[src/rtl/sccu_pkg.sv]
package sccu_pkg;
  localparam int NUM_SRC = 3;
  localparam int SEL_W   = 2;
  localparam int DIV_W   = 2;
  localparam int CNT_W   = (1 << DIV_W) - 1;
  localparam int MODE_W  = DIV_W + SEL_W;
  localparam int SUB_IDX = 2;

  typedef logic [SEL_W-1:0] src_sel_t;
  typedef logic [DIV_W-1:0] div_sel_t;

  typedef struct packed {
    div_sel_t div;
    src_sel_t src;
  } mode_t;

  localparam src_sel_t SRC_RSVD = src_sel_t'(2'b11);

  function automatic logic [CNT_W-1:0] div_mask(div_sel_t d);
    logic [CNT_W:0] one_hot;
    one_hot = (CNT_W+1)'(1) << d;
    return CNT_W'(one_hot - 1'b1);
  endfunction
endpackage

[src/rtl/sccu_osc_ctl.sv]
module sccu_osc_ctl
  import sccu_pkg::*;
#(
  parameter int N = NUM_SRC
) (
  input  logic           clk_i,
  input  logic           rst_ni,
  input  logic           we_i,
  input  logic [N-1:0]   wdata_i,
  input  src_sel_t       active_i,
  output logic [N-1:0]   stop_q_o,
  output logic [N-1:0]   stop_d_o
);
  logic [N-1:0] stop_q, stop_d;

  for (genvar i = 0; i < N; i++) begin : g_bit
    logic is_active;
    assign is_active = (active_i == src_sel_t'(i));
    // the running system source may never be stopped
    always_comb begin
      stop_d[i] = stop_q[i];
      if (we_i && !(is_active && wdata_i[i])) stop_d[i] = wdata_i[i];
    end
  end

  always_ff @(posedge clk_i or negedge rst_ni) begin
    if (!rst_ni) stop_q <= '0;
    else         stop_q <= stop_d;
  end

  assign stop_q_o = stop_q;
  assign stop_d_o = stop_d;
endmodule

[src/rtl/sccu_mode_reg.sv]
module sccu_mode_reg
  import sccu_pkg::*;
#(
  parameter int    N       = NUM_SRC,
  parameter mode_t RST_VAL = mode_t'(4'b1100)
) (
  input  logic         clk_i,
  input  logic         rst_ni,
  input  logic         we_i,
  input  mode_t        wdata_i,
  input  logic [N-1:0] stop_nxt_i,
  output mode_t        mode_q_o,
  output mode_t        mode_d_o
);
  mode_t mode_q, mode_d;
  logic  tgt_stopped, tgt_exists, src_ok;

  always_comb begin
    tgt_stopped = 1'b0;
    tgt_exists  = 1'b0;
    for (int i = 0; i < N; i++) begin
      if (wdata_i.src == src_sel_t'(i)) begin
        tgt_exists  = 1'b1;
        tgt_stopped = stop_nxt_i[i];
      end
    end
  end

  assign src_ok = tgt_exists && !tgt_stopped && (wdata_i.src != SRC_RSVD);

  always_comb begin
    mode_d = mode_q;
    if (we_i) begin
      mode_d.div = wdata_i.div;
      if (src_ok) mode_d.src = wdata_i.src;
    end
  end

  always_ff @(posedge clk_i or negedge rst_ni) begin
    if (!rst_ni) mode_q <= RST_VAL;
    else         mode_q <= mode_d;
  end

  assign mode_q_o = mode_q;
  assign mode_d_o = mode_d;
endmodule

[src/rtl/sccu_clk_div.sv]
module sccu_clk_div
  import sccu_pkg::*;
#(
  parameter int N = NUM_SRC
) (
  input  logic         clk_i,
  input  logic         rst_ni,
  input  logic [N-1:0] tick_i,
  input  src_sel_t     src_i,
  input  div_sel_t     div_i,
  input  logic         clr_i,
  output logic         ce_o
);
  logic             sel_tick;
  logic [CNT_W-1:0] cnt_q, mask;

  always_comb begin
    sel_tick = 1'b0;
    for (int i = 0; i < N; i++)
      if (src_i == src_sel_t'(i)) sel_tick = tick_i[i];
  end

  assign mask = div_mask(div_i);

  always_ff @(posedge clk_i or negedge rst_ni) begin
    if (!rst_ni)       cnt_q <= '0;
    else if (clr_i)    cnt_q <= '0;
    else if (sel_tick) cnt_q <= cnt_q + 1'b1;
  end

  assign ce_o = sel_tick && ((cnt_q & mask) == mask);
endmodule

[src/rtl/sys_clk_ctrl.sv]
module sys_clk_ctrl
  import sccu_pkg::*;
#(
  parameter int                N        = NUM_SRC,
  parameter logic [MODE_W-1:0] MODE_RST = 4'b1100
) (
  input  logic              clk_i,
  input  logic              rst_ni,
  input  logic              mode_we_i,
  input  logic [MODE_W-1:0] mode_wdata_i,
  output logic [MODE_W-1:0] mode_rdata_o,
  input  logic              osc_we_i,
  input  logic [N-1:0]      osc_wdata_i,
  input  logic [N-1:0]      osc_tick_i,
  output logic [N-1:0]      osc_en_o,
  output logic              port_sel_o,
  output logic              sys_ce_o
);
  mode_t        mode_q, mode_d;
  logic [N-1:0] stop_q, stop_d;

  sccu_osc_ctl #(.N(N)) u_osc (
    .clk_i    (clk_i),
    .rst_ni   (rst_ni),
    .we_i     (osc_we_i),
    .wdata_i  (osc_wdata_i),
    .active_i (mode_q.src),
    .stop_q_o (stop_q),
    .stop_d_o (stop_d)
  );

  sccu_mode_reg #(.N(N), .RST_VAL(mode_t'(MODE_RST))) u_mode (
    .clk_i      (clk_i),
    .rst_ni     (rst_ni),
    .we_i       (mode_we_i),
    .wdata_i    (mode_t'(mode_wdata_i)),
    .stop_nxt_i (stop_d),
    .mode_q_o   (mode_q),
    .mode_d_o   (mode_d)
  );

  sccu_clk_div #(.N(N)) u_div (
    .clk_i  (clk_i),
    .rst_ni (rst_ni),
    .tick_i (osc_tick_i),
    .src_i  (mode_q.src),
    .div_i  (mode_q.div),
    .clr_i  (mode_d != mode_q),
    .ce_o   (sys_ce_o)
  );

  assign mode_rdata_o = mode_q;
  assign osc_en_o     = ~stop_q;
  assign port_sel_o   = stop_q[SUB_IDX];
endmodule

[config.mk]
export PLATFORM = sky130hd
export DESIGN_NAME = sys_clk_ctrl
export DESIGN_NICKNAME = d
export VERILOG_FILES = /design/src/rtl/sccu_pkg.sv /design/src/rtl/sccu_osc_ctl.sv /design/src/rtl/sccu_mode_reg.sv /design/src/rtl/sccu_clk_div.sv /design/src/rtl/sys_clk_ctrl.sv
export SDC_FILE = /design/constraint.sdc
export NUM_CORES = 1
export LEC_CHECK = 0
export ABC_AREA = 0
export BUFFER_PORTS_ARGS = -buffer_cell sky130_fd_sc_hd__buf_2
export CAP_MARGIN = 20
export CORE_AREA = 2 2 39 41
export DETAILED_ROUTE_END_ITERATION = 7
export DIE_AREA = 0 0 41 43
export GPL_ROUTABILITY_DRIVEN = 0
export PLACE_DENSITY_LB_ADDON = 0.08
export SYNTH_ARGS = -nofsm -noshare
export SYNTH_HDL_FRONTEND = slang
export SYNTH_SLANG_ARGS = --single-unit
[constraint.sdc]
create_clock -name clk_i -period 3.95 [get_ports clk_i]
set_clock_uncertainty 0.15 [all_clocks]
set_input_delay 0 -clock clk_i [delete_from_list [all_inputs] [get_ports clk_i]]
set_output_delay 0 -clock clk_i [all_outputs]
set_load 0.05 [all_outputs]
# Word level (Yosys, flattened, before mapping)
# Index checks and enable logic that the tools add are counted.
dict set report totals {
  regBits 10
  out_inout_bits 9
  wordCells 48
  input_bits 14
}
dict set report classes {
  n_bitwise 2
  reduce_logical 16
  n_addsub 2
  muxes 16
  eq_ne 7
  n_shift 1
}
# op count
set op_table {}
lappend op_table {{$mux 1} 12}
lappend op_table {{$logic_and 1x1->1} 9}
lappend op_table {{$mux 3} 2}
lappend op_table {{$eq 2x1->1 const B} 2}
lappend op_table {{$eq 2x2->1 const B} 2}
lappend op_table {{$logic_not 1->1} 4}
lappend op_table {{$logic_not 2->1} 2}
lappend op_table {{$mux 4} 1}
lappend op_table {{$ne 4x4->1} 1}
lappend op_table {{$add 3x1->3 const B} 1}
lappend op_table {{$and 3x3->3} 1}
lappend op_table {{$eq 3x3->1} 1}
lappend op_table {{$not 3->3} 1}
lappend op_table {{$shl 1x2->3 const A} 1}
lappend op_table {{$sub 3x1->3 const B} 1}
lappend op_table {{$mux 2} 1}
lappend op_table {{$ne 2x2->1 const B} 1}
lappend op_table {{$reduce_bool 2->1} 1}

# Longest topological paths before layout
dict set report logic_depth {
  ltp_word 15
  ltp_mapped 5
  ltp_nobuf 4
}

# Cells and area by module
# Synthesis repeated with hierarchy kept, for this count alone.
dict set report unflattened {
  cells_unflattened 57
  hier_area_um2 596.8
}
# mod cells_each instances seq_area_each_um2 area_per_inst_um2
set by_module_without_submodules {}
lappend by_module_without_submodules {sccu_clk_div 24 1 75.1 225.2}
lappend by_module_without_submodules {sccu_mode_reg 13 1 102.6 182.7}
lappend by_module_without_submodules {sccu_osc_ctl 12 1 75.1 136.4}
lappend by_module_without_submodules {sys_clk_ctrl 8 1 0.0 52.6}

# Least setup slack after synthesis
# Ideal clock, no wire load.
dict set report synth_timing {
  kind {register -> output}
  start {reg u_mode.mode_q_o[0] (netlist name)}
  end {out sys_ce_o}
  arrival_ns 2.294
  n_path_buf 1
  required_time_ns 3.800
  path_stages_with_launch 5
  setup_slack_ns 1.506
  path_cell_list {dfrtp_1 buf_4 mux2i_1 a2bb2oi_2 a221oi_1}
}
dict set report synth_between {
  elab_chain_len 5
  elab_cells_between_ends 7
  cone_classes {eq/ne: 2; mux: 3; reduce/logical: 2}
}
# item line
set synth_rtl {}
lappend synth_rtl {{$logic_not 2->1} sccu_clk_div.sv:20} ;# if (src_i == src_sel_t'(i)) sel_tick = tick_i[i];
lappend synth_rtl {{$mux 1 (2 in series)} sccu_clk_div.sv:20}
lappend synth_rtl {{$mux 1 *} sccu_clk_div.sv:20}
lappend synth_rtl {{$logic_and 1x1->1 *} sccu_clk_div.sv:31} ;# assign ce_o = sel_tick && ((cnt_q & mask) == mask);
lappend synth_rtl {{to (decl)} sys_clk_ctrl.sv:17} ;# output logic sys_ce_o
# Every way passes the cells marked *; elsewhere a longest branch is shown, timed or not.

==> impl_summary.txt <==
----------------------------------------------------
[Cells and area]
  Post-layout util ... 68.1%
  Leading cell type in the layout, fill and taps excluded ... sky130_fd_sc_hd__buf_2
  FILL cells ... 120
  Layout-stage area growth over the synthesis result ... 47.6%
  Final Net Count ... 123
  Final Cell Area ... 942 µm²
  Antenna cells ... 0
  Share of layout cells above drive strength 1 ... 29.9%
  Highest-count cells in the layout ignoring fill and taps ... sky130_fd_sc_hd__buf_2, sky130_fd_sc_hd__dlygate4sd3_1, sky130_fd_sc_hd__inv_1, sky130_fd_sc_hd__dfrtp_1

[Setup path]
  Crit. End Element ... flop
  Origin of the critical flop-to-flop path ... u_mode.mode_q_o[1]
  Depth of the worst register-to-register path ... 5
  Worst path required time ... 3960 ps
  Ordered cell list for the critical path ... nor3b_2, nor3_1, o31ai_1, nand3_1, dlygate4sd3_1
  Cell family with most CP delay ... buffers and inverters
  Critical Path Max Stage Delay ... 560 ps
  Sort of element at the start of the critical path ... flop
  Critical path peak fanout ... 9
  Setup slack of the worst register-to-register path ... 1920 ps
  Count of buffering cells on the critical path with inverters included ... 1
  Slowest CP cell ... sky130_fd_sc_hd__dlygate4sd3_1
  Classification of the worst setup path ... reg2reg
  Crit path DAT ... 2040 ps
  Crit Reg-Reg Endpoint ... u_mode.mode_q_o[0]

[STA]
  Crit share post-route ... 51.3%
  Total setup violations reported at the end of the flow ... 0
  Fin Hold WS ... 37.9 ps
  Final critical-path required period ... 2030 ps
  Number of slew-limit violations in the final report ... 0
  Unrepaired setup endpoints after global routing ... false
  Transition at the pin with the smallest max-transition slack ... 401 ps
  Sum of negative setup slack ... 0 ps
  Final count of hold timing violations ... 0
  Fmax ... 0.493 GHz
  Slew margin rel. ... 73.2%

[Pwr]
  Worst IR drop on VDD ... 0.000385 V
  Leak pwr ... 0.000446 µW
  Power Dens Cells ... 560 nW/µm²

[Routing]
  Vias per cell ... 5.20
  Drt initial violations ... 5
  Wire per inst ... 13.0 µm
  First-pass iteration count of the detailed router ... 2
  Routed via count ... 640
  Final routed wirelength across all metal layers ... 1.60 mm
  Final antenna-violating net count ... 0
  Number of DRC violations after detailed routing ... 0

[Synthesis]
  Synthesized instance count ... 68
  Count of cell types in the netlist ... 29
  Total number of yosys warnings ... 0
  Number of synthesized flops with an enable pin ... 0
  Net count after synthesis ... 83
  Average cell area after synthesis ... 9.38 µm²
  Cell area after synthesis ... 638 µm²
  Fraction of registers with async set or reset after synthesis ... 100%
  Most frequently used flop master after synthesis ... sky130_fd_sc_hd__dfrtp_1
  Sequential-to-total area share from yosys stat ... 39.6%
  Number of register bits inferred by synthesis ... 10

[Floorplan]
  Initial Utilization ... 46.1%
  Core outline area ... 1380 µm²
  Placement Rows ... 14
  Boundary pin count ... 23
  Height of the chip ... 43 µm
  Die area ... 1760 µm²
  Die X ... 41 µm

[Clock tree]
  Bufs on Longest Clock Path ... 2
  Number of clock sinks ... 10
  Postcts setup bufs ... 0
  TritonCTS clock tree ... built
  Number of buffers inserted during clock tree synthesis ... 3
  Root Buffer Master ... sky130_fd_sc_hd__clkbuf_4
  Hold Buf Count CTS ... 16
  Clk slew on worst S/H paths ... 70 ps
  Clock latency at the later pin of the worst-skew pair ... 270 ps
  CTS H-tree depth ... 1
  Gates resized, CTS repair ... 0

[Run]
  Number of maximum-capacitance constraint violations ... 0

[Place]
  Port-buffer cells ... 22
  Post-place instance area ... 746 µm²
  Post-DP HPWL ... 1.02 mm

[Global route]
  Number of antenna violations at the first check in global routing ... 0
  Overall global routing resource usage ... 22.8%
  Global-route wire length before repair ... 2.66 mm
  Maximum number of pins on one net before global-route repair ... 10
  Number of global-route vias before repair ... 596
  Total congestion overflow after global routing ... 0

[Worst hold path]
  Capture endpoint of the worst hold path ... u_mode.mode_q_o[1]
  Hold/Removal Path Class ... in2reg
  Hold Path Origin ... mode_we_i
  Hold-critical path depth ... 3

[Run status]
  Run status ... finished, final reports clean

----------------------------------------------------
[area by class of cell]
class | instances | area [µm²] | area share [%]
Inverter | 8 | 30.0 | 3.19
Timing Repair Buffer | 38 | 270 | 28.7
Sequential cell | 10 | 253 | 26.8
Tap cell | 16 | 20.0 | 2.12
Multi-Input combinational cell | 47 | 333 | 35.3
Clock buffer | 4 | 36.3 | 3.85
[worst register-to-register path, stage by stage (launching register included)]
cell and delay [ps]:
sky130_fd_sc_hd__dfrtp_1 510, sky130_fd_sc_hd__nor3b_2 270, sky130_fd_sc_hd__nor3_1 110, sky130_fd_sc_hd__o31ai_1 230, sky130_fd_sc_hd__nand3_1 80, sky130_fd_sc_hd__dlygate4sd3_1 560
[layer usage]
metal | track usage (%) | share of wire, % | wire length [µm] | up-vias
met4 | 15.3 | 3.3 | 53 | 0
met5 | 0 | 0 | 0 | -
met2 | 34.4 | 51 | 808 | 18
met3 | 4.19 | 3.9 | 63 | 7
met1 | 27.9 | 42 | 671 | 293
li1 | - | - | - | 322
[cell usage after synthesis, types with 2 or more instances]
library cell / count / area share [%]
sky130_fd_sc_hd__nor2_1: 4 / 2.4
sky130_fd_sc_hd__mux2i_1: 4 / 6.3
sky130_fd_sc_hd__xor2_1: 4 / 5.5
sky130_fd_sc_hd__nor2b_1: 3 / 2.9
sky130_fd_sc_hd__o2111ai_1: 2 / 2.7
sky130_fd_sc_hd__or3_1: 2 / 2.0
sky130_fd_sc_hd__dfstp_2: 2 / 8.2
sky130_fd_sc_hd__nor3_1: 5 / 3.9
sky130_fd_sc_hd__inv_1: 8 / 4.7
sky130_fd_sc_hd__o21ai_0: 5 / 3.9
sky130_fd_sc_hd__nand2_1: 3 / 1.8
sky130_fd_sc_hd__dfrtp_1: 8 / 31
sky130_fd_sc_hd__o211ai_1: 2 / 2.4
[where the power goes]
group / leakage [µW] / switching [µW] / internal [µW] / total, µW
logic: 0.000305 / 159 / 98.5 / 257
clock network: 0.0000210 / 38.3 / 56.1 / 94.4
registers: 0.000120 / 44.2 / 131 / 175
total: 0.000446 / 241 / 286 / 527
[flip-flops by register name, summed over array words and instances, names as in the netlist]
| name | flops |
|---|---|
| u_div.cnt_q | 3 |
| u_osc.stop_q_o | 3 |
| u_mode.mode_q_o | 4 |
[logic make-up (layout without fill, tap and decap cells)]
kind of cell / after synthesis / after routing / share of synthesized area, %
buf+inv: 11 / 50 / 8.24
flops: 10 / 10 / 39.6
xor+xnor: 4 / 4 / 5.49
compound gates: 15 / 15 / 17.4
fa+ha+maj: 1 / 1 / 1.96
simple gates: 22 / 22 / 19.2
mux: 5 / 5 / 8.04
[through the flow]
stage	std cells	setup WS [ps]	total power (µW)
2_1_floorplan	68	1510	365
3_3_place_gp	103	2210	403
3_5_place_dp	103	2160	405
4_1_cts	123	1950	525
5_1_grt	123	1820	562
6_report	123	1920	527
[how the worst max path moves through the flow]
stage,start,depth (start not counted),end,slack (ps)
finish,u_mode.mode_q_o[1],5,u_mode.mode_q_o[0],1920
global route,u_mode.mode_q_o[1],5,u_mode.mode_q_o[0],1820
CTS,u_mode.mode_q_o[1],5,u_mode.mode_q_o[0],1950
detailed placement,u_mode.mode_q_o[1],4,u_mode.mode_q_o[1],2160
global placement,u_mode.mode_q_o[1],4,u_mode.mode_q_o[1],2210
floorplan,u_mode.mode_q_o[0],4,sys_ce_o,1510
Power figures use the tool's default switching activity.
